**src/rtl/wrlvl_pkg.sv**
```systemverilog
// Shared types for the write-leveling sequencer.
// Assumes: one FSM owner; the delay-unit op codes are decoded by the neighbour.
package wrlvl_pkg;

    typedef enum logic [3:0] {
        ST_IDLE,
        ST_MR_LVL,
        ST_W_MRS,
        ST_W_ODT_ON,
        ST_SEED,
        ST_TRAIN,
        ST_CAPTURE,
        ST_COMMIT,
        ST_W_ODT_OFF,
        ST_MR_NORM
    } seq_state_e;

    typedef enum logic [1:0] {
        DLY_LOAD_SEED = 2'd0,
        DLY_CAPTURE   = 2'd1,
        DLY_COMMIT    = 2'd2
    } dly_op_e;

endpackage

```
**src/rtl/wrlvl_wait_timer.sv**
```systemverilog
// Shared down-counter for every wait phase of the sequencer.
// Assumes: load_val_i = wait length - 1; expired_o is high while the count is 0,
// so a phase that loads N-1 on entry lasts exactly N cycles.
module wrlvl_wait_timer #(
    parameter int CNT_W = 8
) (
    input  logic             clk,
    input  logic             rst_n,
    input  logic             load_i,
    input  logic [CNT_W-1:0] load_val_i,
    output logic             expired_o
);

    logic [CNT_W-1:0] cnt_q;

    // Load a new wait length or count down to zero and hold there.
    always_ff @(posedge clk) begin
        if (!rst_n) begin
            cnt_q <= '0;
        end else if (load_i) begin
            cnt_q <= load_val_i;
        end else if (cnt_q != '0) begin
            cnt_q <= cnt_q - 1'b1;
        end
    end

    assign expired_o = (cnt_q == '0);


    hold_zero_chk: assert property (@(posedge clk) disable iff (!rst_n)
        (expired_o && !load_i) |=> expired_o)
        else $error("wait timer left zero without a load");

endmodule

```
**src/rtl/wrlvl_odt_mask.sv**
```systemverilog
// Computes the leveling ODT pin mask from the latched channel configuration.
// Assumes: NUM_DIMMS >= 2, two chip selects per module (bit 2*m+r).
module wrlvl_odt_mask #(
    parameter int NUM_DIMMS = 2,
    localparam int DIMM_W   = $clog2(NUM_DIMMS),
    localparam int CS_W     = 2 * NUM_DIMMS,
    localparam int CS_IDX_W = DIMM_W + 1
) (
    input  logic [DIMM_W-1:0] dimm_i,
    input  logic [CS_W-1:0]   cs_present_i,
    input  logic              registered_i,
    output logic [CS_W-1:0]   mask_o
);

    logic [CS_IDX_W-1:0] odd_cs_idx;
    logic [CS_IDX_W-1:0] far_idx;

    assign odd_cs_idx = {dimm_i, 1'b1};
    assign far_idx    = CS_IDX_W'(dimm_i) + CS_IDX_W'(NUM_DIMMS);

    // Pick the ODT pins: registered rule, both-first-ranks rule, then rank rule.
    always_comb begin
        mask_o = '0;
        if (registered_i) begin
            mask_o[dimm_i] = 1'b1;
        end else if (cs_present_i[0] && cs_present_i[2]) begin
            mask_o[1:0] = 2'b11;
        end else if (cs_present_i[odd_cs_idx]) begin
            mask_o[far_idx] = 1'b1;
        end else begin
            mask_o[dimm_i] = 1'b1;
        end
    end

endmodule

```
**src/rtl/wrlvl_seq.sv**
```systemverilog
// Write-leveling training sequencer: one pass for one target module.
// Order: leveling MR -> settle -> ODT on -> settle -> seed (pass 1) -> train
// window -> capture -> commit -> ODT off -> settle -> normal MR -> done pulse.
// Assumes: neighbours hold their ack for one cycle per request; start_i is
// only looked at while idle.
module wrlvl_seq #(
    parameter int          NUM_DIMMS  = 2,
    parameter int          DLY_W      = 7,
    parameter logic [6:0]  SEED_UNBUF = 7'h1A,
    parameter logic [6:0]  SEED_REG   = 7'h40,
    parameter int          T_MRS      = 40,
    parameter int          T_ODT      = 10,
    parameter int          T_TRAIN_P1 = 200,
    parameter int          T_TRAIN_P2 = 32,
    localparam int DIMM_W = $clog2(NUM_DIMMS),
    localparam int CS_W   = 2 * NUM_DIMMS
) (
    input  logic              clk,
    input  logic              rst_n,
    input  logic              start_i,
    input  logic [DIMM_W-1:0] dimm_i,
    input  logic              pass2_i,
    input  logic [CS_W-1:0]   cs_present_i,
    input  logic              registered_i,
    output logic              done_o,
    output logic              mr_req_o,
    output logic              mr_level_o,
    output logic [DIMM_W-1:0] mr_dimm_o,
    input  logic              mr_ack_i,
    output logic              dly_req_o,
    output logic [1:0]        dly_op_o,
    output logic [DLY_W-1:0]  dly_seed_o,
    input  logic              dly_ack_i,
    output logic [DIMM_W-1:0] phy_dimm_sel_o,
    output logic [CS_W-1:0]   phy_odt_mask_o,
    output logic              phy_odt_en_o,
    output logic              phy_train_en_o
);
    import wrlvl_pkg::*;

    localparam int T_A   = (T_MRS > T_ODT) ? T_MRS : T_ODT;
    localparam int T_B   = (T_TRAIN_P1 > T_TRAIN_P2) ? T_TRAIN_P1 : T_TRAIN_P2;
    localparam int T_MAX = (T_A > T_B) ? T_A : T_B;
    localparam int CNT_W = $clog2(T_MAX + 1);

    seq_state_e        state_q, state_d;
    logic [DIMM_W-1:0] dimm_q;
    logic              pass2_q;
    logic [CS_W-1:0]   cs_q;
    logic              reg_q;
    logic              odt_en_q;
    logic [CS_W-1:0]   odt_mask_q;
    logic              done_q;

    logic              tmr_load;
    logic [CNT_W-1:0]  tmr_val;
    logic              tmr_expired;
    logic              odt_on;
    logic              odt_off;
    logic              finish;
    logic              accept;
    logic [CS_W-1:0]   odt_mask_calc;

    wrlvl_wait_timer #(.CNT_W(CNT_W)) u_timer (
        .clk        (clk),
        .rst_n      (rst_n),
        .load_i     (tmr_load),
        .load_val_i (tmr_val),
        .expired_o  (tmr_expired)
    );

    wrlvl_odt_mask #(.NUM_DIMMS(NUM_DIMMS)) u_odt (
        .dimm_i       (dimm_q),
        .cs_present_i (cs_q),
        .registered_i (reg_q),
        .mask_o       (odt_mask_calc)
    );

    assign accept = (state_q == ST_IDLE) && start_i;

    // Phase sequencing: next state, timer loads and ODT set/clear strobes.
    always_comb begin
        state_d  = state_q;
        tmr_load = 1'b0;
        tmr_val  = '0;
        odt_on   = 1'b0;
        odt_off  = 1'b0;
        finish   = 1'b0;
        case (state_q)
            ST_IDLE: begin
                if (start_i) state_d = ST_MR_LVL;
            end
            ST_MR_LVL: begin
                if (mr_ack_i) begin
                    state_d  = ST_W_MRS;
                    tmr_load = 1'b1;
                    tmr_val  = CNT_W'(T_MRS - 1);
                end
            end
            ST_W_MRS: begin
                if (tmr_expired) begin
                    state_d  = ST_W_ODT_ON;
                    odt_on   = 1'b1;
                    tmr_load = 1'b1;
                    tmr_val  = CNT_W'(T_ODT - 1);
                end
            end
            ST_W_ODT_ON: begin
                if (tmr_expired) begin
                    if (pass2_q) begin
                        state_d  = ST_TRAIN;
                        tmr_load = 1'b1;
                        tmr_val  = CNT_W'(T_TRAIN_P2 - 1);
                    end else begin
                        state_d = ST_SEED;
                    end
                end
            end
            ST_SEED: begin
                if (dly_ack_i) begin
                    state_d  = ST_TRAIN;
                    tmr_load = 1'b1;
                    tmr_val  = CNT_W'(T_TRAIN_P1 - 1);
                end
            end
            ST_TRAIN: begin
                if (tmr_expired) state_d = ST_CAPTURE;
            end
            ST_CAPTURE: begin
                if (dly_ack_i) state_d = ST_COMMIT;
            end
            ST_COMMIT: begin
                if (dly_ack_i) begin
                    state_d  = ST_W_ODT_OFF;
                    odt_off  = 1'b1;
                    tmr_load = 1'b1;
                    tmr_val  = CNT_W'(T_ODT - 1);
                end
            end
            ST_W_ODT_OFF: begin
                if (tmr_expired) state_d = ST_MR_NORM;
            end
            ST_MR_NORM: begin
                if (mr_ack_i) begin
                    state_d = ST_IDLE;
                    finish  = 1'b1;
                end
            end
            default: state_d = ST_IDLE;
        endcase
    end

    // State register and end-of-pass pulse.
    always_ff @(posedge clk) begin
        if (!rst_n) begin
            state_q <= ST_IDLE;
            done_q  <= 1'b0;
        end else begin
            state_q <= state_d;
            done_q  <= finish;
        end
    end

    // Latch the pass configuration when a start is accepted.
    always_ff @(posedge clk) begin
        if (!rst_n) begin
            dimm_q  <= '0;
            pass2_q <= 1'b0;
            cs_q    <= '0;
            reg_q   <= 1'b0;
        end else if (accept) begin
            dimm_q  <= dimm_i;
            pass2_q <= pass2_i;
            cs_q    <= cs_present_i;
            reg_q   <= registered_i;
        end
    end

    // ODT enable and mask: captured when leveling ODT is switched on.
    always_ff @(posedge clk) begin
        if (!rst_n) begin
            odt_en_q   <= 1'b0;
            odt_mask_q <= '0;
        end else if (odt_on) begin
            odt_en_q   <= 1'b1;
            odt_mask_q <= odt_mask_calc;
        end else if (odt_off) begin
            odt_en_q   <= 1'b0;
        end
    end

    // Delay-unit op code decode.
    always_comb begin
        case (state_q)
            ST_CAPTURE: dly_op_o = DLY_CAPTURE;
            ST_COMMIT:  dly_op_o = DLY_COMMIT;
            default:    dly_op_o = DLY_LOAD_SEED;
        endcase
    end

    assign done_o         = done_q;
    assign mr_req_o       = (state_q == ST_MR_LVL) || (state_q == ST_MR_NORM);
    assign mr_level_o     = (state_q == ST_MR_LVL);
    assign mr_dimm_o      = dimm_q;
    assign dly_req_o      = (state_q == ST_SEED) || (state_q == ST_CAPTURE) ||
                            (state_q == ST_COMMIT);
    assign dly_seed_o     = DLY_W'(reg_q ? SEED_REG : SEED_UNBUF);
    assign phy_dimm_sel_o = dimm_q;
    assign phy_odt_mask_o = odt_mask_q;
    assign phy_odt_en_o   = odt_en_q;
    assign phy_train_en_o = (state_q == ST_TRAIN);


    mr_hold_chk: assert property (@(posedge clk) disable iff (!rst_n)
        (mr_req_o && !mr_ack_i) |=> (mr_req_o && $stable(mr_level_o)))
        else $error("mode-register request dropped before acknowledge");


    odt_shape_chk: assert property (@(posedge clk) disable iff (!rst_n)
        phy_odt_en_o |-> (($countones(phy_odt_mask_o) == 1) ||
                          (phy_odt_mask_o == CS_W'(3))))
        else $error("ODT mask has an illegal shape");


    train_odt_chk: assert property (@(posedge clk) disable iff (!rst_n)
        phy_train_en_o |-> (phy_odt_en_o && !dly_req_o))
        else $error("training enable without ODT or during a delay request");


    done_pulse_chk: assert property (@(posedge clk) disable iff (!rst_n)
        done_o |=> !done_o)
        else $error("done held longer than one cycle");


    busy_target_chk: assert property (@(posedge clk) disable iff (!rst_n)
        (state_q != ST_IDLE) |=> $stable(phy_dimm_sel_o))
        else $error("target changed during a pass");

endmodule

```
**config.mk**
```make
export PLATFORM = sky130hd
export DESIGN_NAME = wrlvl_seq
export DESIGN_NICKNAME = d
export VERILOG_FILES = /design/src/rtl/wrlvl_pkg.sv /design/src/rtl/wrlvl_wait_timer.sv /design/src/rtl/wrlvl_odt_mask.sv /design/src/rtl/wrlvl_seq.sv
export SDC_FILE = /design/constraint.sdc
export NUM_CORES = 1
export LEC_CHECK = 0
export BUFFER_PORTS_ARGS = -buffer_cell sky130_fd_sc_hd__buf_2
export CAP_MARGIN = 20
export CORE_MARGIN = 3
export CORE_UTILIZATION = 25
export CTS_CLUSTER_SIZE = 24
export DETAILED_ROUTE_END_ITERATION = 8
export PLACE_DENSITY_LB_ADDON = 0.2
export SKIP_CTS_REPAIR_TIMING = 1
export SYNTH_ARGS = -nofsm -noshare
export SYNTH_HDL_FRONTEND = slang
export SYNTH_HIERARCHICAL = 1
export SYNTH_SLANG_ARGS = --single-unit
export TNS_END_PERCENT = 10
```
**constraint.sdc**
```tcl
create_clock -name clk -period 2 [get_ports clk]
set_input_delay 0 -clock clk [delete_from_list [all_inputs] [get_ports clk]]
set_output_delay 0 -clock clk [all_outputs]
set_load 0.01 [all_outputs]
```
### Word level (Yosys, flattened, before mapping)

Index checks and enable logic that the tools add are counted.

* bits in registers: 25
* bits of input ports: 12
* output and inout bits: 21
* logic and storage cells: 93

* add/subtract/negate cells: 2
* magnitude comparators: 5
* equal/unequal tests: 19
* muxes and demuxes: 43
* reduce and logical (&&, ||, !) cells: 15

Operators by type and width (count)
* 4-bit 2-to-1 mux: 14
* 4-bit case mux with 10 select lines: 1
* 8-bit case mux with 5 select lines: 1
* 8-bit 2-to-1 mux: 3
* 4-bit by 3-bit equality test with 1-bit output (second input constant): 4
* 2-bit != test (second input constant): 8
* 1-bit 2-to-1 mux: 14
* 5-bit 2-to-1 mux: 2
* 10-bit AND reduction: 1
* 4-bit by 2-bit equality test with 1-bit output (second input constant): 2
* 4-bit equality test (second input constant): 2
* 8-bit zero test: 1
* 8-bit nonzero test: 1
* 8-bit by 1-bit subtractor with 8-bit output (second input constant): 1
* 7-bit 2-to-1 mux: 1
* 2-bit by 3-bit < comparator with 1-bit output (second input constant): 2
* 6-bit 2-to-1 mux: 1
* 4-bit by 1-bit equality test with 1-bit output (second input constant): 1
* 1-bit logical AND: 4
* 4-bit zero test: 1
* 2-bit 2-to-1 mux: 2
* 2-bit by 1-bit != test with 1-bit output (second input constant): 2
* 1-bit case mux with 4 select lines: 1
* 2-bit case mux with 2 select lines: 1
* 10 further kinds: 13

### Logic depth before layout (Yosys ltp)

* depth after elaboration: 8
* depth in mapped cells: 10

### Hierarchy

Netlist, hierarchy kept.

By module, submodules not included
* wrlvl_seq: instances 1, cells an instance 116, area an instance 996.0 µm², seq. area each 340.3 µm²
* wrlvl_wait_timer: instances 1, cells an instance 51, area an instance 457.9 µm², seq. area each 160.2 µm²
* wrlvl_odt_mask: instances 1, cells an instance 8, area an instance 55.1 µm², seq. area each 0.0 µm²

### Worst setup path after synthesis

OpenSTA, ideal clock, no wires.

* kind: register to register
* start point: reg u_timer.cnt_q[3]
* end point: reg u_timer.cnt_q[1]
* arrival time: 1940 ps
* data required time: 1865 ps
* setup slack: -74 ps
* stages on the path, launching flop included: 10
* path buffers: 1
* clock period less this slack: 2074 ps
* cell sequence: dfxtp_1 > nor4_4 > and4bb_1 > buf_6 > a211oi_1 > a211o_1 > nand2_1 > inv_1 > o21ai_0 > a311oi_2

* longest elaborated chain between the ends: 4
* elaborated cells on any way between the ends: 9

RTL lines
* from (decl): RTL line wrlvl_wait_timer.sv:14 `logic [CNT_W-1:0] cnt_q;`
* from (signal assigned): RTL line wrlvl_wait_timer.sv:21 `cnt_q <= load_val_i;`
* from (signal assigned): RTL line wrlvl_wait_timer.sv:23 `cnt_q <= cnt_q - 1'b1;`
* 8-bit zero test (*): RTL line wrlvl_wait_timer.sv:27 `assign expired_o = (cnt_q == '0);`
* named net tmr_expired: RTL line wrlvl_seq.sv:57 `logic tmr_expired;`
* 1-bit 2-to-1 mux, on equally long branches: RTL line wrlvl_seq.sv:109, wrlvl_seq.sv:101
* 1-bit case mux with 4 select lines (*): RTL line wrlvl_seq.sv:89 `case (state_q)`
* named net tmr_load: RTL line wrlvl_seq.sv:55 `logic tmr_load;`
* 8-bit 2-to-1 mux or 2-bit nonzero test (tied branches)

Mark *: on every way through the listed nets, which the timed path passes. The rest lies on a longest branch.
A chain may end at the register's enable or synchronous reset.

### Worst setup path in the final report

* start point: reg u_timer.cnt_q[3]
* end point: reg u_timer.cnt_q[3]

The elaborated chain is that of the path after synthesis.

==> flow_results.org <==
** Yosys
- Fraction of the yosys area taken by sequential cells :: 33.2%
- Of the total synthesized cell area, the portion taken by AND, OR, NAND and NOR gates is 30.8%.
- Xor and xnor area share after synthesis :: 2.90%
- By area the synthesized netlist is led by sky130_fd_sc_hd__dfxtp_1 33%, sky130_fd_sc_hd__mux2i_1 11%, sky130_fd_sc_hd__nor2b_1 5.8%, sky130_fd_sc_hd__nand2_1 4.7%, sky130_fd_sc_hd__buf_4 3.5%.
- In this run, synthesis produced a sequential element count of 25.
- Total standard cell area after synthesis :: 0.00151 mm²
- Most instantiated flip-flop cell in the synthesis netlist :: sky130_fd_sc_hd__dfxtp_1
- Synth area leader :: sky130_fd_sc_hd__dfxtp_1
- Multiplexer cells account for 11.3% of the synthesized area.
- Library cells used by synthesis :: 47
- Post-synth EDFFs :: 0
- The Yosys step of the flow raised 6 warnings.
- After synthesis, the share of flip-flops with an asynchronous set or reset is 0%.
- After Yosys synthesis, full adders, half adders and majority gates account for 0.829% of the synthesized area.
- Most common cell in the netlist :: sky130_fd_sc_hd__dfxtp_1
- Average cell area after synthesis :: 8.62 µm²
- Portion of synthesized cell area occupied by the leading cell type :: 33.2%
- Summing the areas of all compound-gate instances in the mapped netlist gives 13.0% of the synthesized area.
- Most used standard cells in the synthesized netlist :: 25 x sky130_fd_sc_hd__dfxtp_1, 19 x sky130_fd_sc_hd__nand2_1, 17 x sky130_fd_sc_hd__mux2i_1, 14 x sky130_fd_sc_hd__nor2b_1, 8 x sky130_fd_sc_hd__nand3_1
- Main combinational cell family by area after synthesis :: simple AND/OR/NAND/NOR gates
- After technology mapping, the gate count stands at 175.

** Timing
- Clock period minus worst slack :: 1.92 ns
- Setup violations remaining at the end of the flow were counted as 0.
- Number of endpoints with negative hold slack in the final report :: 4
- Max Slew Vio Count :: 0
- Fmax achieved :: 521 MHz
- RSZ-0062 raised after global routing :: yes
- The worst path meets setup with 0.0804 ns of slack.
- Final Skew :: 0.00415 ns
- Final hold analysis gives a worst-case slack of -0.0138 ns.
- Dividing the final minimum period by the clock period gives 96.0%.

** Layout
- Net count, final :: 221
- The layout has 623 filler cells.
- In the final layout, the share of cells above drive strength 1 is 27.1%.
- Combined flip-flop and latch cell area :: 500 µm²
- In the final layout, the multi-input gates occupy 917 µm².
- 0 antenna diodes ended up in the layout.
- The finished layout holds 279 standard cells, fillers aside.
- Relative to the synthesized area, the layout overhead comes to 20.9%.
- Util after Layout :: 32.1%

** Setup path
- Tracing the worst setup path back leads to its startpoint at u_timer/cnt_q[3]$_SDFFE_PN0P_.
- The critical path is of the reg2reg type.
- Startpoint of the worst-slack reg-to-reg timing path :: u_timer/cnt_q[3]$_SDFFE_PN0P_
- Data arrives at the worst endpoint at 2.09 ns.
- In this design, the largest share of critical-path delay is due to simple AND/OR/NAND/NOR gates.
- Slowest Stage Delay on Critical Path :: 0.37 ns
- Nature of the critical path startpoint :: flip-flop
- For the worst setup path, the data required time is 2.17 ns.
- Sort of element at the end of the critical path :: flip-flop
- The slowest stage of the critical path is the sky130_fd_sc_hd__dfxtp_1 cell.
- Traced cell by cell, the critical path runs through nor4_4 > and4bb_2 > a211oi_1 > a211o_1 > nand2_2 > inv_4 > nand2_1 > o31ai_2.
- Along the worst path, the maximum fanout reaches 9.
- Counting both buffers and inverters, the worst setup path holds a total of 1.

** Place
- In this run the tool buffered the top-level ports with 29 buffer cells.
- Once detailed placement completed, the half-perimeter wirelength came to 2630 µm.
- Setup slack after placement :: 0.0421 ns
- After detailed placement, the design holds a cell count of 272.
- At the end of routability-driven placement, the weighted congestion stood at 0.740.

** Floorplanning
- In this run the horizontal extent of the chip is 83.7 µm.
- Die H :: 83.7 µm
- 33 I/O pins were placed.
- Effective utilization at floorplan :: 26.6%
- Total Die Area :: 0.00700 mm²
- The floorplan has 27 rows.
- The core region is 0.00568 mm².

** GRT
- Via count of the first global-routing pass :: 1,181
- For met1 alone, demand over resource in global routing was 13.7%.
- Global-route met3 utilization :: 1.88%
- Initial antenna violation count :: 0
- GR met2 Demand/Resource :: 15.5%
- Busiest layer in global routing :: met2
- Wire length of the first global-routing pass :: 5780 µm
- Global-route usage over all layers :: 9.94%
- Pin count of the biggest net entering global routing :: 32
- Total congestion overflow after global routing :: 0

** Detailed routing
- The detailed router finished its first iteration with 40 violations.
- Vias/cell :: 4.48
- First-pass DRT Iterations :: 4
- After detailed routing, the number of remaining DRC violations is 0.
- Average detailed-routed wire length per instance :: 12.4 µm
- Via total after detailed routing :: 1,251
- Once detail routing completed, the nets flagged for antenna violations numbered 0.
- Routed Wire Length :: 3460 µm

** Status
- Violated checks :: negative hold slack
- The flow ran to the end, but the final reports show violations.

** Power and ir drop
- For this design the ratio of total power to cell area is 1270 mW/mm².
- Summed over all cells, the static leakage comes to 0.848 nW.
- After layout, the design draws a total of 2.32 mW.
- Worst VDD drop :: 0.000471 V

** Clock network
- Clock tree from TritonCTS :: yes
- In this run the number of H-tree levels came out at 1.
- Worst-skew pair later-pin latency :: 0.27 ns
- Clock input transition at the sequential cells of the worst setup and hold paths :: 0.09 ns
- Clk sink count :: 25
- Max Root-Sink Buffers :: 2
- Number of CTS-inserted buffers :: 3
- Root cell of the clock tree :: sky130_fd_sc_hd__clkbuf_8

** Job
- Max-cap violations in this run came to 0.

** Min path
- The path class of the tightest hold or removal check is in2reg.
- In this run the most critical hold path is launched from cs_present_i[3].
[path summary, 6_finish.rpt]
kind,slack (ns),endpoint,cells past startpoint
worst min-delay path,-0.01,cs_q[3]$_SDFFE_PN0P_,3
worst min register to register,0.47,phy_odt_en_o$_SDFFE_PN0P_,2
worst max register to register,0.08,u_timer/cnt_q[3]$_SDFFE_PN0P_,8
worst max-delay path,0.08,u_timer/cnt_q[3]$_SDFFE_PN0P_,8
[through the flow]
| step | TNS [ns] | cell area (µm²) |
|---|---|---|
| 3_3_place_gp | 0 | 1730 |
| 6_report | 0 | 1820 |
| 5_1_grt | -0.343 | 1820 |
| 4_1_cts | 0 | 1770 |
| 2_1_floorplan | 0 | 1520 |
| 3_5_place_dp | 0 | 1730 |
[power breakdown]
group | total, mW | switching (mW) | leakage [nW] | internal (mW)
combinational | 1.27 | 0.676 | 0.622 | 0.594
sequential | 0.733 | 0.123 | 0.205 | 0.611
clock | 0.315 | 0.173 | 0.0217 | 0.141
total | 2.32 | 0.972 | 0.848 | 1.35
[logic make-up after synthesis]
family                     after synthesis
muxes                                   17
AOI/OAI and AO/OA                       26
and+or+nand+nor                         79
xor gates and xnor gates                 5
buffers and inverters                   21
DFF                                     25
other                                    1
adders and majority gates                1
[state kept, by name, summed over array words and instances, names as in the netlist]
register        cells
cs_q                4
phy_odt_en_o        1
reg_q               1
phy_odt_mask_o      4
state_q             4
done_o              1
mr_dimm_o           1
pass2_q             1
u_timer/cnt_q       8
[layer usage]
layer,share of wire (%),up-vias
met1,50,560
met4,1.3,0
met2,45,15
li1,-,672
met5,0,-
met3,3.4,4
[cell usage in the layout (no fill, tap or decap), types with 5 or more instances in the layout]
cell type / n
sky130_fd_sc_hd__nor2b_1: 14
sky130_fd_sc_hd__nand3_1: 7
sky130_fd_sc_hd__nand2_1: 18
sky130_fd_sc_hd__buf_4: 9
sky130_fd_sc_hd__buf_2: 29
sky130_fd_sc_hd__mux2i_1: 17
sky130_fd_sc_hd__inv_1: 5
sky130_fd_sc_hd__nand2b_1: 5
sky130_fd_sc_hd__nor2_1: 7
sky130_fd_sc_hd__dfxtp_1: 25
[worst register-to-register path: cells and delay by family (launching register included)]
kind                   cells  cell delay [ns]
flip-flops                 1             0.37
AND/OR/NAND/NOR            4             0.90
AO/OA/AOI/OAI              3             0.47
buffers and inverters      1             0.07
[area by class of cell]
type,count,area share (%)
multi-input combinational,131,50.3
tap,72,4.94
timing repair buffer,41,13.3
clock buffer,3,2.26
inverter,6,1.37
sequential,25,27.4
clock inverter,1,0.412
Note: power is estimated with default switching activity, not from simulation.
